File: src/rtl/adc_corr_pkg.sv
package adc_corr_pkg;
  // number of pipeline stages feeding the corrector
  localparam int NSTG = 4;
  // cycles from stage-1 capture to registered output
  localparam int LATENCY = NSTG - 1;
endpackage

File: src/rtl/stage_delay.sv
module stage_delay #(
  parameter int W     = 4,
  parameter int DEPTH = 1
) (
  input  logic         clk,
  input  logic         rst,
  input  logic [W-1:0] din,
  output logic [W-1:0] dout
);
  generate
    if (DEPTH == 0) begin : g_pass
      assign dout = din;
    end else begin : g_chain
      logic [W-1:0] q [DEPTH];
      always_ff @(posedge clk) begin
        if (rst) begin
          for (int i = 0; i < DEPTH; i++) q[i] <= '0;
        end else begin
          q[0] <= din;
          for (int i = 1; i < DEPTH; i++) q[i] <= q[i-1];
        end
      end
      assign dout = q[DEPTH-1];
    end
  endgenerate
endmodule

File: src/rtl/code_combiner.sv
module code_combiner #(
  parameter int W1    = 5,
  parameter int W2    = 4,
  parameter int W3    = 4,
  parameter int W4    = 3,
  parameter int SH1   = 8,
  parameter int SH2   = 5,
  parameter int SH3   = 3,
  parameter int SUM_W = 15
) (
  input  logic [W1-1:0]           c1,
  input  logic [W2-1:0]           c2,
  input  logic [W3-1:0]           c3,
  input  logic [W4-1:0]           c4,
  output logic signed [SUM_W-1:0] sum
);
  // half an LSB of each redundant stage's weight
  localparam int OFFSET = (1 << (SH1-1)) + (1 << (SH2-1)) + (1 << (SH3-1));

  logic [SUM_W-1:0] raw;

  always_comb begin
    raw = (SUM_W'(c1) << SH1) + (SUM_W'(c2) << SH2)
        + (SUM_W'(c3) << SH3) + SUM_W'(c4);
    sum = $signed(raw - SUM_W'(OFFSET));
  end
endmodule

File: src/rtl/range_clamp.sv
module range_clamp #(
  parameter int OUT_W = 12,
  parameter int SUM_W = 15
) (
  input  logic                    clk,
  input  logic                    rst,
  input  logic signed [SUM_W-1:0] sum,
  output logic [OUT_W-1:0]        word,
  output logic                    ovr
);
  localparam int MAXC = (1 << OUT_W) - 1;
  localparam logic signed [SUM_W-1:0] MAXS = SUM_W'(MAXC);

  logic [OUT_W-1:0] word_d;
  logic             ovr_d;

  always_comb begin
    if (sum < 0) begin
      word_d = '0;
      ovr_d  = 1'b1;
    end else if (sum > MAXS) begin
      word_d = OUT_W'(MAXC);
      ovr_d  = 1'b1;
    end else begin
      word_d = sum[OUT_W-1:0];
      ovr_d  = 1'b0;
    end
  end

  always_ff @(posedge clk) begin
    if (rst) begin
      word <= '0;
      ovr  <= 1'b0;
    end else begin
      word <= word_d;
      ovr  <= ovr_d;
    end
  end


  clear_on_rst_chk: assert property (@(posedge clk)
    rst |=> (word == '0 && !ovr));

  low_ovr_zero_chk: assert property (@(posedge clk) disable iff (rst)
    (ovr && !word[OUT_W-1]) |-> (word == '0));

  high_ovr_full_chk: assert property (@(posedge clk) disable iff (rst)
    (ovr && word[OUT_W-1]) |-> (word == OUT_W'(MAXC)));
endmodule

File: src/rtl/valid_tracker.sv
module valid_tracker #(
  parameter int LAT = 3
) (
  input  logic clk,
  input  logic rst,
  output logic vld
);
  localparam int DEPTH = LAT + 1;

  logic [DEPTH-1:0] fill;

  always_ff @(posedge clk) begin
    if (rst) fill <= '0;
    else     fill <= {fill[DEPTH-2:0], 1'b1};
  end

  assign vld = fill[DEPTH-1];


  vld_sticky_chk: assert property (@(posedge clk) disable iff (rst)
    vld |=> vld);

  vld_needs_fill_chk: assert property (@(posedge clk) disable iff (rst)
    $rose(vld) |-> fill[0]);
endmodule

File: src/rtl/pipe_adc_corrector.sv
module pipe_adc_corrector #(
  parameter int ST1_W = 5,
  parameter int ST2_W = 4,
  parameter int ST3_W = 4,
  parameter int ST4_W = 3,
  parameter int SH1   = 8,
  parameter int SH2   = 5,
  parameter int SH3   = 3,
  parameter int OUT_W = 12
) (
  input  logic             clk,
  input  logic             rst,
  input  logic [ST1_W-1:0] st1_code,
  input  logic [ST2_W-1:0] st2_code,
  input  logic [ST3_W-1:0] st3_code,
  input  logic [ST4_W-1:0] st4_code,
  output logic             res_vld,
  output logic [OUT_W-1:0] res_word,
  output logic             res_ovr
);
  import adc_corr_pkg::*;

  // headroom for the top stage's redundant bit plus a sign bit
  localparam int SUM_W = OUT_W + 3;

  logic [ST1_W-1:0] a1;
  logic [ST2_W-1:0] a2;
  logic [ST3_W-1:0] a3;
  logic [ST4_W-1:0] a4;
  logic signed [SUM_W-1:0] sum;

  stage_delay #(.W(ST1_W), .DEPTH(LATENCY))     u_d1 (.clk(clk), .rst(rst), .din(st1_code), .dout(a1));
  stage_delay #(.W(ST2_W), .DEPTH(LATENCY - 1)) u_d2 (.clk(clk), .rst(rst), .din(st2_code), .dout(a2));
  stage_delay #(.W(ST3_W), .DEPTH(LATENCY - 2)) u_d3 (.clk(clk), .rst(rst), .din(st3_code), .dout(a3));
  stage_delay #(.W(ST4_W), .DEPTH(LATENCY - 3)) u_d4 (.clk(clk), .rst(rst), .din(st4_code), .dout(a4));

  code_combiner #(
    .W1(ST1_W), .W2(ST2_W), .W3(ST3_W), .W4(ST4_W),
    .SH1(SH1), .SH2(SH2), .SH3(SH3), .SUM_W(SUM_W)
  ) u_comb (.c1(a1), .c2(a2), .c3(a3), .c4(a4), .sum(sum));

  range_clamp #(.OUT_W(OUT_W), .SUM_W(SUM_W)) u_clamp (
    .clk(clk), .rst(rst), .sum(sum), .word(res_word), .ovr(res_ovr)
  );

  valid_tracker #(.LAT(LATENCY)) u_vld (.clk(clk), .rst(rst), .vld(res_vld));


  vld_low_after_rst_chk: assert property (@(posedge clk)
    rst |=> !res_vld);
endmodule

File: config.mk
export PLATFORM = sky130hd
export DESIGN_NAME = pipe_adc_corrector
export DESIGN_NICKNAME = d
export VERILOG_FILES = /design/src/rtl/adc_corr_pkg.sv /design/src/rtl/stage_delay.sv /design/src/rtl/code_combiner.sv /design/src/rtl/range_clamp.sv /design/src/rtl/valid_tracker.sv /design/src/rtl/pipe_adc_corrector.sv
export SDC_FILE = /design/constraint.sdc
export NUM_CORES = 1
export LEC_CHECK = 0
export BUFFER_PORTS_ARGS = -buffer_cell sky130_fd_sc_hd__buf_2
export CELL_PAD_IN_SITES_DETAIL_PLACEMENT = 1
export CELL_PAD_IN_SITES_GLOBAL_PLACEMENT = 1
export CORE_ASPECT_RATIO = 0.7
export CORE_MARGIN = 2
export CORE_UTILIZATION = 42
export CTS_BUF_LIST = sky130_fd_sc_hd__clkbuf_16
export CTS_CLUSTER_SIZE = 10
export DETAILED_ROUTE_END_ITERATION = 12
export HOLD_SLACK_MARGIN = 0.06
export PLACE_DENSITY = 0.8
export SLEW_MARGIN = 15
export SYNTH_ARGS = -nofsm -noshare
export SYNTH_HDL_FRONTEND = slang
export SYNTH_SLANG_ARGS = --single-unit
export TNS_END_PERCENT = 20
File: constraint.sdc
create_clock -name clk -period 3 [get_ports clk]
set_clock_uncertainty 0.1 [all_clocks]
set_input_delay 0.15 -clock clk [delete_from_list [all_inputs] [get_ports clk]]
set_output_delay 0.15 -clock clk [all_outputs]
set_load 0.02 [all_outputs]
==> qor.yml, run 1 <==
yosysTopAreaCell: "dfxtp_1"
dpl.cell_count: 272
whs_path_depth: 2
crit_fanout: 4
drv_slew: 0
clk_pin_slew_ns: 0.06
synth_area_um2: 1908
fin_nets: 270
avgSynthCellArea_um2: 9.886
grt_pass1_vias: 1400
syn_nets: 223
drtPass1Iterations: 4
fin_ws_ns: 0.2097
ys_seq_area_share_pct: 46.16
area_growth_pct: 25.77
worstHoldEndpoint: "u_vld.fill[0]$_DFF_P_"
die_width_um: 84.56
track_usage_pct: 16.28
power_density_nw_per_um2: 581.8
routed_wl_mm: 3.925
post_synth_num_cell_types: 42
grt_pass1_wl_mm: 6.417
root_buffer: "clkbuf_16"
final.min_clock_period_ns: 2.790
synth_edf_count: 0
ir_drop_mv: 0.2933
initial_core_util_pct: 43.82
crit_arrival_ns: 2.89
ys_seq_elements: 44
synth_cells: 193
rsz0062_at_grt: "false"
cts_tree: "done"
fin_hold_ws_ns: 0.2046
critical_path_class: "in -> reg"
antenna_left: 0
fmax_mhz: 358.4
ys_top_cells_by_area: "dfxtp_1 46%, nor2b_1 9.8%, ha_1 7.2%, a31oi_1 4.3%, xnor2_1 3.2%"
crit_path_start_kind: "input port"
period_share_pct: 93.01
tns_ns: 0
io_pins: 32
worst_pin_slew_ns: 0.5690
cp.required_ns: 3.10
vias: 1484
utilization_pct: 55.11
h-tree-depth: 2
synth_ff_type: "dfxtp_1"
core_area_um2: 4354
wl_per_cell_um: 13.31
grt_max_degree: 34
hp-start: "rst"
final_cells: 295
portBuffers: 31
grt-ovfl-total: 0
yosysWarnings: 0
dp.final_hpwl_mm: 2.738
max_slew_margin_pct: 62.06
max_cap_viol_count: 0
synthTopCellsByCount: "44 x dfxtp_1, 30 x nor2b_1, 16 x inv_1, 13 x a31oi_1, 11 x ha_1"
drt-initial-drc-count: 30
viasPerCell: 5.031
multi_input_area_um2: 910.9
drive_gt1_share_pct: 20.42
synth-async-reset-ratio_pct: 0
hold_viol: 0
gp_congestion: 0.8853
status: "complete, no violations"
num_antenna_cells: 0
rr_startpoint: "u_d2.g_chain.q[0][7]$_SDFF_PP0_"
antenna_found_initial: 0
insertion_delay_ns: 0.28
drc_errors: 0
cts_made_buffers: 5
pre_cts_slack_ns: -0.02981
r2r_setup_slack_ns: 0.22
r2r-end: "u_clamp.word[4]$_SDFF_PP0_"
cts.sinks: 44
yosysMostFrequentCell: "dfxtp_1"
cts_buffer_depth: 2
hp-class: "in -> reg"
die_area_um2: 5107
seq_area_um2: 880.8
setup_violations: 0
fillCellCount: 505
synth_top_area_share_pct: 46.16
reg2regPathDepth: 11
die_h_um: 60.39
leakagePower_nw: 1.061
fp-row-count: 20
crit_path_end_kind: "flop"
flip-flops by register name, summed over array words and instances, names as in the netlist:
name and flops:
u_d1.g_chain.q 15, u_clamp.ovr 1, u_vld.fill 4, u_d3.g_chain.q 4, u_d2.g_chain.q 8, u_clamp.word 12
area by class of cell:
type	instances	area share (%)
sequential	44	36.70
tap	55	2.868
inverter	17	2.659
clock inverter	2	0.5214
timing repair buffer	50	14.08
clock buffer	5	5.214
multi-input combinational	122	37.96
report_power, final:
part	switching [mW]	total (mW)	internal [mW]
sequential	0.0118	0.635	0.623
combinational	0.140	0.244	0.104
clock	0.215	0.517	0.302
total	0.367	1.40	1.03
metrics by stage:
step	cell area, µm²	total power, mW
4_1_cts	2389	1.407
3_3_place_gp	2088	0.8643
3_5_place_dp	2088	0.8744
2_1_floorplan	1908	0.8088
6_report	2400	1.396
5_1_grt	2400	1.459
routing by layer:
metal  wire length, µm  GRT usage, %  vias to the layer above
li1                  -             -                      742
met3               210         4.626                        2
met1              1907         21.27                      706
met4                18         4.082                        0
met2              1788         27.33                       34
met5                 0             0                        -
worst max path at each step:
stage | end | startpoint | slack, ns
after global placement | u_clamp.word[3]$_SDFF_PP0_ | u_d1.g_chain.q[0][10]$_SDFF_PP0_ | 0.14
after detailed placement | u_clamp.word[4]$_SDFF_PP0_ | u_d2.g_chain.q[0][7]$_SDFF_PP0_ | -0.03
after floorplan | u_clamp.ovr$_SDFF_PP0_ | u_d1.g_chain.q[0][10]$_SDFF_PP0_ | 0.46
after global routing | u_clamp.ovr$_SDFF_PP0_ | st4_code[2] | 0.04
after CTS | u_clamp.word[4]$_SDFF_PP0_ | u_d2.g_chain.q[0][7]$_SDFF_PP0_ | 0.08
final | u_clamp.ovr$_SDFF_PP0_ | st4_code[2] | 0.21
cells in the final DEF (no fill, tap or decap), drive strengths merged, types with 2 or more instances in the layout:
cell         instances
a211oi               3
a21oi                9
a31oi               13
and2                 2
buf                 34
clkbuf               5
dfxtp               44
dlygate4sd3         16
ha                  11
inv                 17
nand2                3
nand3                2
nor2                 8
nor2b               30
nor3                 2
o21ai                8
or4                  2
xnor2                8
xor2                 5
cells by family (layout without fill, tap and decap cells):
group                    Yosys count  after routing  synth area share (%)
AO/OA/AOI/OAI                     41             41                 13.90
XOR/XNOR                          13             13                 6.951
adder cells (fa/ha/maj)           12             12                 8.262
buffers and inverters             27             74                 6.819
flip-flops                        44             44                 46.16
AND/OR/NAND/NOR                   56             56                 17.90
worst max-delay path, stage by stage:
cell and delay [ns]:
dlygate4sd3_1 0.53, buf_2 0.15, ha_1 0.21, inv_1 0.07
fa_1 0.43, or4_1 0.50, or3_1 0.32, nor4_1 0.17
nand3_1 0.11, a41oi_1 0.24
what timing repair did:
action                                  in CTS  in global routing
hold endpoints to repair                    16                  0
gates resized for setup                      1                  2
endpoints found under the setup margin      12                 12
buffers inserted                             0                  0
hold buffers                                16                  0
Power figures use the tool's default switching activity.
==> inputs of run 2 (changes only) <==
--- a/config.mk
+++ b/config.mk
@@ -18,2 +18,3 @@
 export PLACE_DENSITY = 0.8
+export SETUP_SLACK_MARGIN = 0.5
 export SLEW_MARGIN = 15
--- a/constraint.sdc
+++ b/constraint.sdc
@@ -4,2 +4,2 @@
 set_output_delay 0.15 -clock clk [all_outputs]
-set_load 0.02 [all_outputs]
+set_load 0.05 [all_outputs]
==> run 2 against run 1 <==
  * Clock power up 3%
  * Sequential share of layout area down 3.2 points
  * Worst hold slack worse by 0.14 ns
  * Maximum frequency up 12%
  * Total power up 8.8%
  * Worst setup slack better by 0.29 ns
  * Core utilization up 5.6 points
  * Flip-flop and latch count unchanged
  * Via count down 0.34%
  * Count of clock-buffer cells in the layout unchanged
  * First-iteration DRC count up 13%
  * Critical path depth unchanged
  * Critical endpoint unchanged
  * Largest cell class unchanged
  * Largest power group unchanged
==> qor.yml, run 2 (synthesis gave the netlist of run 1 again) <==
status: "complete, no violations"
area_growth_pct: 38.56
core_area_um2: 4354
fin_area_um2: 2644
viasPerCell: 4.897
max_slew_margin_pct: 58.93
grt_pass1_wl_mm: 6.920
die_width_um: 84.56
fin_ws_ns: 0.4979
reg2regPathDepth: 10
portBuffers: 31
fp-row-count: 20
io_pins: 32
track_usage_pct: 17.87
place_area_um2: 2101
crit_cells: 10
clk_pin_slew_ns: 0.06
root_buffer: "clkbuf_16"
crit_arrival_ns: 2.61
reg_top3: "u_d1.g_chain.q (15), u_clamp.word (12), u_d2.g_chain.q (8)"
crit_path_end_kind: "flop"
crit_fanout: 5
setup_violations: 0
grt_pass1_vias: 1449
critical_path_class: "reg -> reg"
fin_hold_ws_ns: 0.06206
seq_area_um2: 884.6
regMostFlops: "u_d1.g_chain.q"
crit_slowest_cell: "or4_1"
cp.required_ns: 3.11
max_stage_delay_ns: 0.52
rr_startpoint: "u_d1.g_chain.q[0][10]$_SDFF_PP0_"
final.min_clock_period_ns: 2.502
drt-initial-drc-count: 34
drtPass1Iterations: 4
cp_cell_sequence: "ha_4 -> ha_4 -> xnor2_4 -> inv_2 -> ha_4 -> or4_1 -> nor2_1 -> a311o_1 -> nand3_2 -> a41oi_2"
max_cap_viol_count: 0
rsz0062_at_grt: "true"
largest_reg_flops: 15
ir_drop_mv: 0.3512
hp-class: "in -> reg"
antenna_left: 0
leakagePower_nw: 1.118
fillCellCount: 482
startpoint: "u_d1.g_chain.q[0][10]$_SDFF_PP0_"
grt_max_degree: 35
cts.sinks: 44
insertion_delay_ns: 0.29
routed_wl_mm: 4.468
h-tree-depth: 2
vias: 1479
gp_congestion: 0.8186
crit_path_start_kind: "flop"
hold_viol: 0
drc_errors: 0
worst_pin_slew_ns: 0.6160
path_buf_inv: 1
cts_tree: "done"
r2r-end: "u_clamp.ovr$_SDFF_PP0_"
period_share_pct: 83.40
layout_commonest_cell: "dfxtp_1"
pre_cts_slack_ns: 0.04193
cts_buffer_depth: 2
cp-endpoint: "u_clamp.ovr$_SDFF_PP0_"
dp.final_hpwl_mm: 2.572
fmax_mhz: 399.7
drive_gt1_share_pct: 34.41
cp_common_cell: "ha_4"
cts_made_buffers: 5
tns_ns: 0
power_density_nw_per_um2: 574.3
die_area_um2: 5107
initial_core_util_pct: 43.82
num_antenna_cells: 0
hp-start: "st4_code[2]"
fin_nets: 277
multi_input_area_um2: 1099
drv_slew: 0
antenna_found_initial: 0
die_h_um: 60.39
utilization_pct: 60.72
grt-ovfl-total: 0
critPathTopFamily: "simple AND/OR/NAND/NOR gates"
r2r_setup_slack_ns: 0.50
mostFrequentLayoutCells: "41 x dfxtp_1, 31 x buf_2, 30 x nor2b_1"
wl_per_cell_um: 14.79
==> run 2: area by class of cell <==
cell class | instances | share of cell area [%]
Clock buffer | 5 | 4.733
Clock inverter | 2 | 0.4733
Inverter | 17 | 2.414
Multi-Input combinational cell | 123 | 41.55
Sequential cell | 44 | 33.46
Tap cell | 55 | 2.603
Timing Repair Buffer | 56 | 14.77
==> run 2: routing by layer <==
layer  global-route usage (%)  wire length, µm  vias up
li1                         -                -      757
met5                        0                0        -
met2                    31.72             2101       30
met1                    21.83             2113      687
met4                    5.442               49        0
met3                    4.898              204        5
==> run 2: power by group <==
group          internal, mW  switching [mW]  total [mW]  leakage (nW)
Combinational         0.137           0.214       0.351         0.688
Sequential            0.624          0.0127       0.636         0.365
Clock                 0.302           0.229       0.532        0.0657
==> run 2: stage by stage <==
stage                     total power [mW]  cells
after floorplan                     0.8575    193
after global placement              0.9090    272
after detailed placement            0.9148    272
after CTS                            1.477    298
after global routing                 1.581    302
final                                1.518    302
==> run 2: worst min path at each step <==
| stage | to | slack [ns] | depth (start not counted) |
|---|---|---|---|
| after floorplan | u_d1.g_chain.q[0][14]$_SDFF_PP0_ | 0.12 | 1 |
| after global placement | u_d1.g_chain.q[0][0]$_SDFF_PP0_ | 0.26 | 2 |
| after detailed placement | u_d3.g_chain.q[0][0]$_SDFF_PP0_ | 0.27 | 2 |
| after CTS | u_clamp.word[1]$_SDFF_PP0_ | 0.06 | 3 |
| after global routing | u_clamp.word[2]$_SDFF_PP0_ | 0.08 | 2 |
| final | u_clamp.word[2]$_SDFF_PP0_ | 0.06 | 2 |
==> run 2: what timing repair did <==
action | 4_1_cts | 5_1_grt
gates resized for setup | 17 | 23
pin swaps | 7 | 12
hold buffers | 14 | 0
cloned | 1 | 0
hold endpoints to repair | 14 | 0
endpoints found under the setup margin | 13 | 13
buffers inserted | 4 | 4
==> inputs of run 3 (changes only) <==
clock period = 2.5 ns   (was 3 ns; I/O delays follow)
==> run 3 against run 2 <==
  * First-iteration DRC count fell by 15%
  * Final cell count rose by 1.7%
  * Critical path depth rose by 1
  * Global-route usage rose by 0.90 points
  * Highest routed layer unchanged
==> qor.yml, run 3 (synthesis gave the netlist of run 1 again) <==
status: "complete, no violations"
multi_input_area_um2: 1082
leakagePower_nw: 1.150
clk_pin_slew_ns: 0.07
antenna_found_initial: 0
grt_pass1_vias: 1594
viasPerCell: 4.980
drive_gt1_share_pct: 34.13
root_buffer: "clkbuf_16"
intPower_mw: 1.377
antenna_left: 0
crit_arrival_ns: 2.49
drc_errors: 0
routed_wl_mm: 4.428
layout_commonest_cell: "dfxtp_1"
portBuffers: 31
clkPwrFrac_pct: 38.6
drv_slew: 0
r2r-end: "u_clamp.ovr$_SDFF_PP0_"
period_share_pct: 97.94
crit_path_end_kind: "flop"
setup_violations: 0
core_area_um2: 4354
hp-class: "in -> reg"
fmax_mhz: 408.4
cts_tree: "done"
pre_cts_slack_ns: -0.04215
dp.final_hpwl_mm: 2.854
grt_pass1_wl_mm: 7.410
cts_made_buffers: 5
seq_area_um2: 885.9
fp-row-count: 20
io_pins: 32
cts_buffer_depth: 2
num_antenna_cells: 0
ir_drop_mv: 0.5374
initial_core_util_pct: 43.82
regMostFlops: "u_d1.g_chain.q"
max_slew_margin_pct: 63.28
power.share.sequential_pct: 39.6
drtPass1Iterations: 3
mostFrequentLayoutCells: "40 x dfxtp_1, 31 x buf_2, 30 x nor2b_1"
wl_per_cell_um: 14.42
worstHoldEndpoint: "u_vld.fill[0]$_DFF_P_"
cts.sinks: 44
worst_pin_slew_ns: 0.5508
hold_viol: 0
r2r_setup_slack_ns: 0.05
max_cap_viol_count: 0
grt_max_degree: 34
final_cells: 307
p_sw_mw: 0.5512
hp-start: "rst"
h-tree-depth: 2
die_width_um: 84.56
utilization_pct: 62.39
track_usage_pct: 18.77
largest_reg_flops: 15
swShare_pct: 28.59
area_growth_pct: 42.36
reg2regPathDepth: 11
rr_startpoint: "u_d2.g_chain.q[0][5]$_SDFF_PP0_"
die_h_um: 60.39
whs_path_depth: 2
cp.required_ns: 2.55
rsz0062_at_grt: "true"
dpl.cell_count: 280
vias: 1529
gp_congestion: 0.8139
crit_path_start_kind: "flop"
drt-initial-drc-count: 29
final.min_clock_period_ns: 2.448
fin_ws_ns: 0.05158
insertion_delay_ns: 0.29
critical_path_class: "reg -> reg"
fin_total_pwr_mw: 1.928
power_density_nw_per_um2: 709.8
reg_top3: "u_d1.g_chain.q (15), u_clamp.word (12), u_d2.g_chain.q (8)"
pwr-share-comb_pct: 21.8
fillCellCount: 475
crit_fanout: 4
grt-ovfl-total: 0
fin_nets: 281
die_area_um2: 5107
-- run 3: area by class of cell --
type | instances | share of cell area [%]
inverter | 17 | 2.441
sequential | 44 | 32.61
tap | 55 | 2.533
multi-input combinational | 122 | 39.84
clock inverter | 3 | 1.566
clock buffer | 5 | 4.606
timing repair buffer | 61 | 16.40
-- run 3: worst max-delay path, stage by stage, from the launching register on --
cell	delay, ns
dfxtp_1	0.31
inv_1	0.04
ha_1	0.27
inv_1	0.06
ha_4	0.29
nand3b_4	0.08
buf_4	0.15
o211ai_1	0.39
nor2_1	0.09
a311o_1	0.35
nand3_1	0.09
a41oi_1	0.09
-- run 3: repair_timing --
action,in CTS,in global routing
hold buffers,16,0
gates resized for setup,14,13
pin swaps,6,4
setup endpoints to repair,13,13
cloned,0,1
buffers inserted,2,0
endpoints found under the hold margin,16,0
-- run 3: worst max path at each step --
stage                                           startpoint                          end  slack [ns]  cells after the start
after floorplan            u_d3.g_chain.q[0][0]$_SDFF_PP0_       u_clamp.ovr$_SDFF_PP0_        0.16                      9
after global placement     u_d3.g_chain.q[0][3]$_SDFF_PP0_       u_clamp.ovr$_SDFF_PP0_        0.07                     12
after detailed placement  u_d1.g_chain.q[0][10]$_SDFF_PP0_  u_clamp.word[10]$_SDFF_PP0_       -0.04                     12
after CTS                 u_d1.g_chain.q[0][10]$_SDFF_PP0_   u_clamp.word[2]$_SDFF_PP0_        0.06                     12
after global routing       u_d3.g_chain.q[0][3]$_SDFF_PP0_       u_clamp.ovr$_SDFF_PP0_       -0.10                     11
final                      u_d2.g_chain.q[0][5]$_SDFF_PP0_       u_clamp.ovr$_SDFF_PP0_        0.05                     11
-- run 3: stage by stage --
| stage | setup TNS (ns) | cell area [µm²] | hold slack [ns] |
|---|---|---|---|
| 6_report | 0 | 2716 | 0.1644 |
| 5_1_grt | -0.5060 | 2716 | 0.2183 |
| 4_1_cts | 0 | 2675 | 0.1704 |
| 3_5_place_dp | -0.06066 | 2225 | 0.2405 |
| 3_3_place_gp | 0 | 2225 | 0.2327 |
| 2_1_floorplan | 0 | 1972 | 0.09661 |
-- run 3: routing by layer --
metal	up-vias	GRT usage, %	share of wire [%]
li1	765	-	-
met1	722	21.31	44
met2	35	35.55	51
met3	7	4.490	4.1
met4	0	6.576	1.3
met5	-	0	0
-- run 3: power groups by stage --
stage | combinational (mW) | clock [mW] | sequential (mW)
global placement | 0.334 | 0 | 0.776
CTS | 0.400 | 0.755 | 0.763
floorplan | 0.168 | 0 | 0.864
detailed placement | 0.344 | 0 | 0.778
global route | 0.452 | 0.786 | 0.769
finish | 0.420 | 0.744 | 0.764
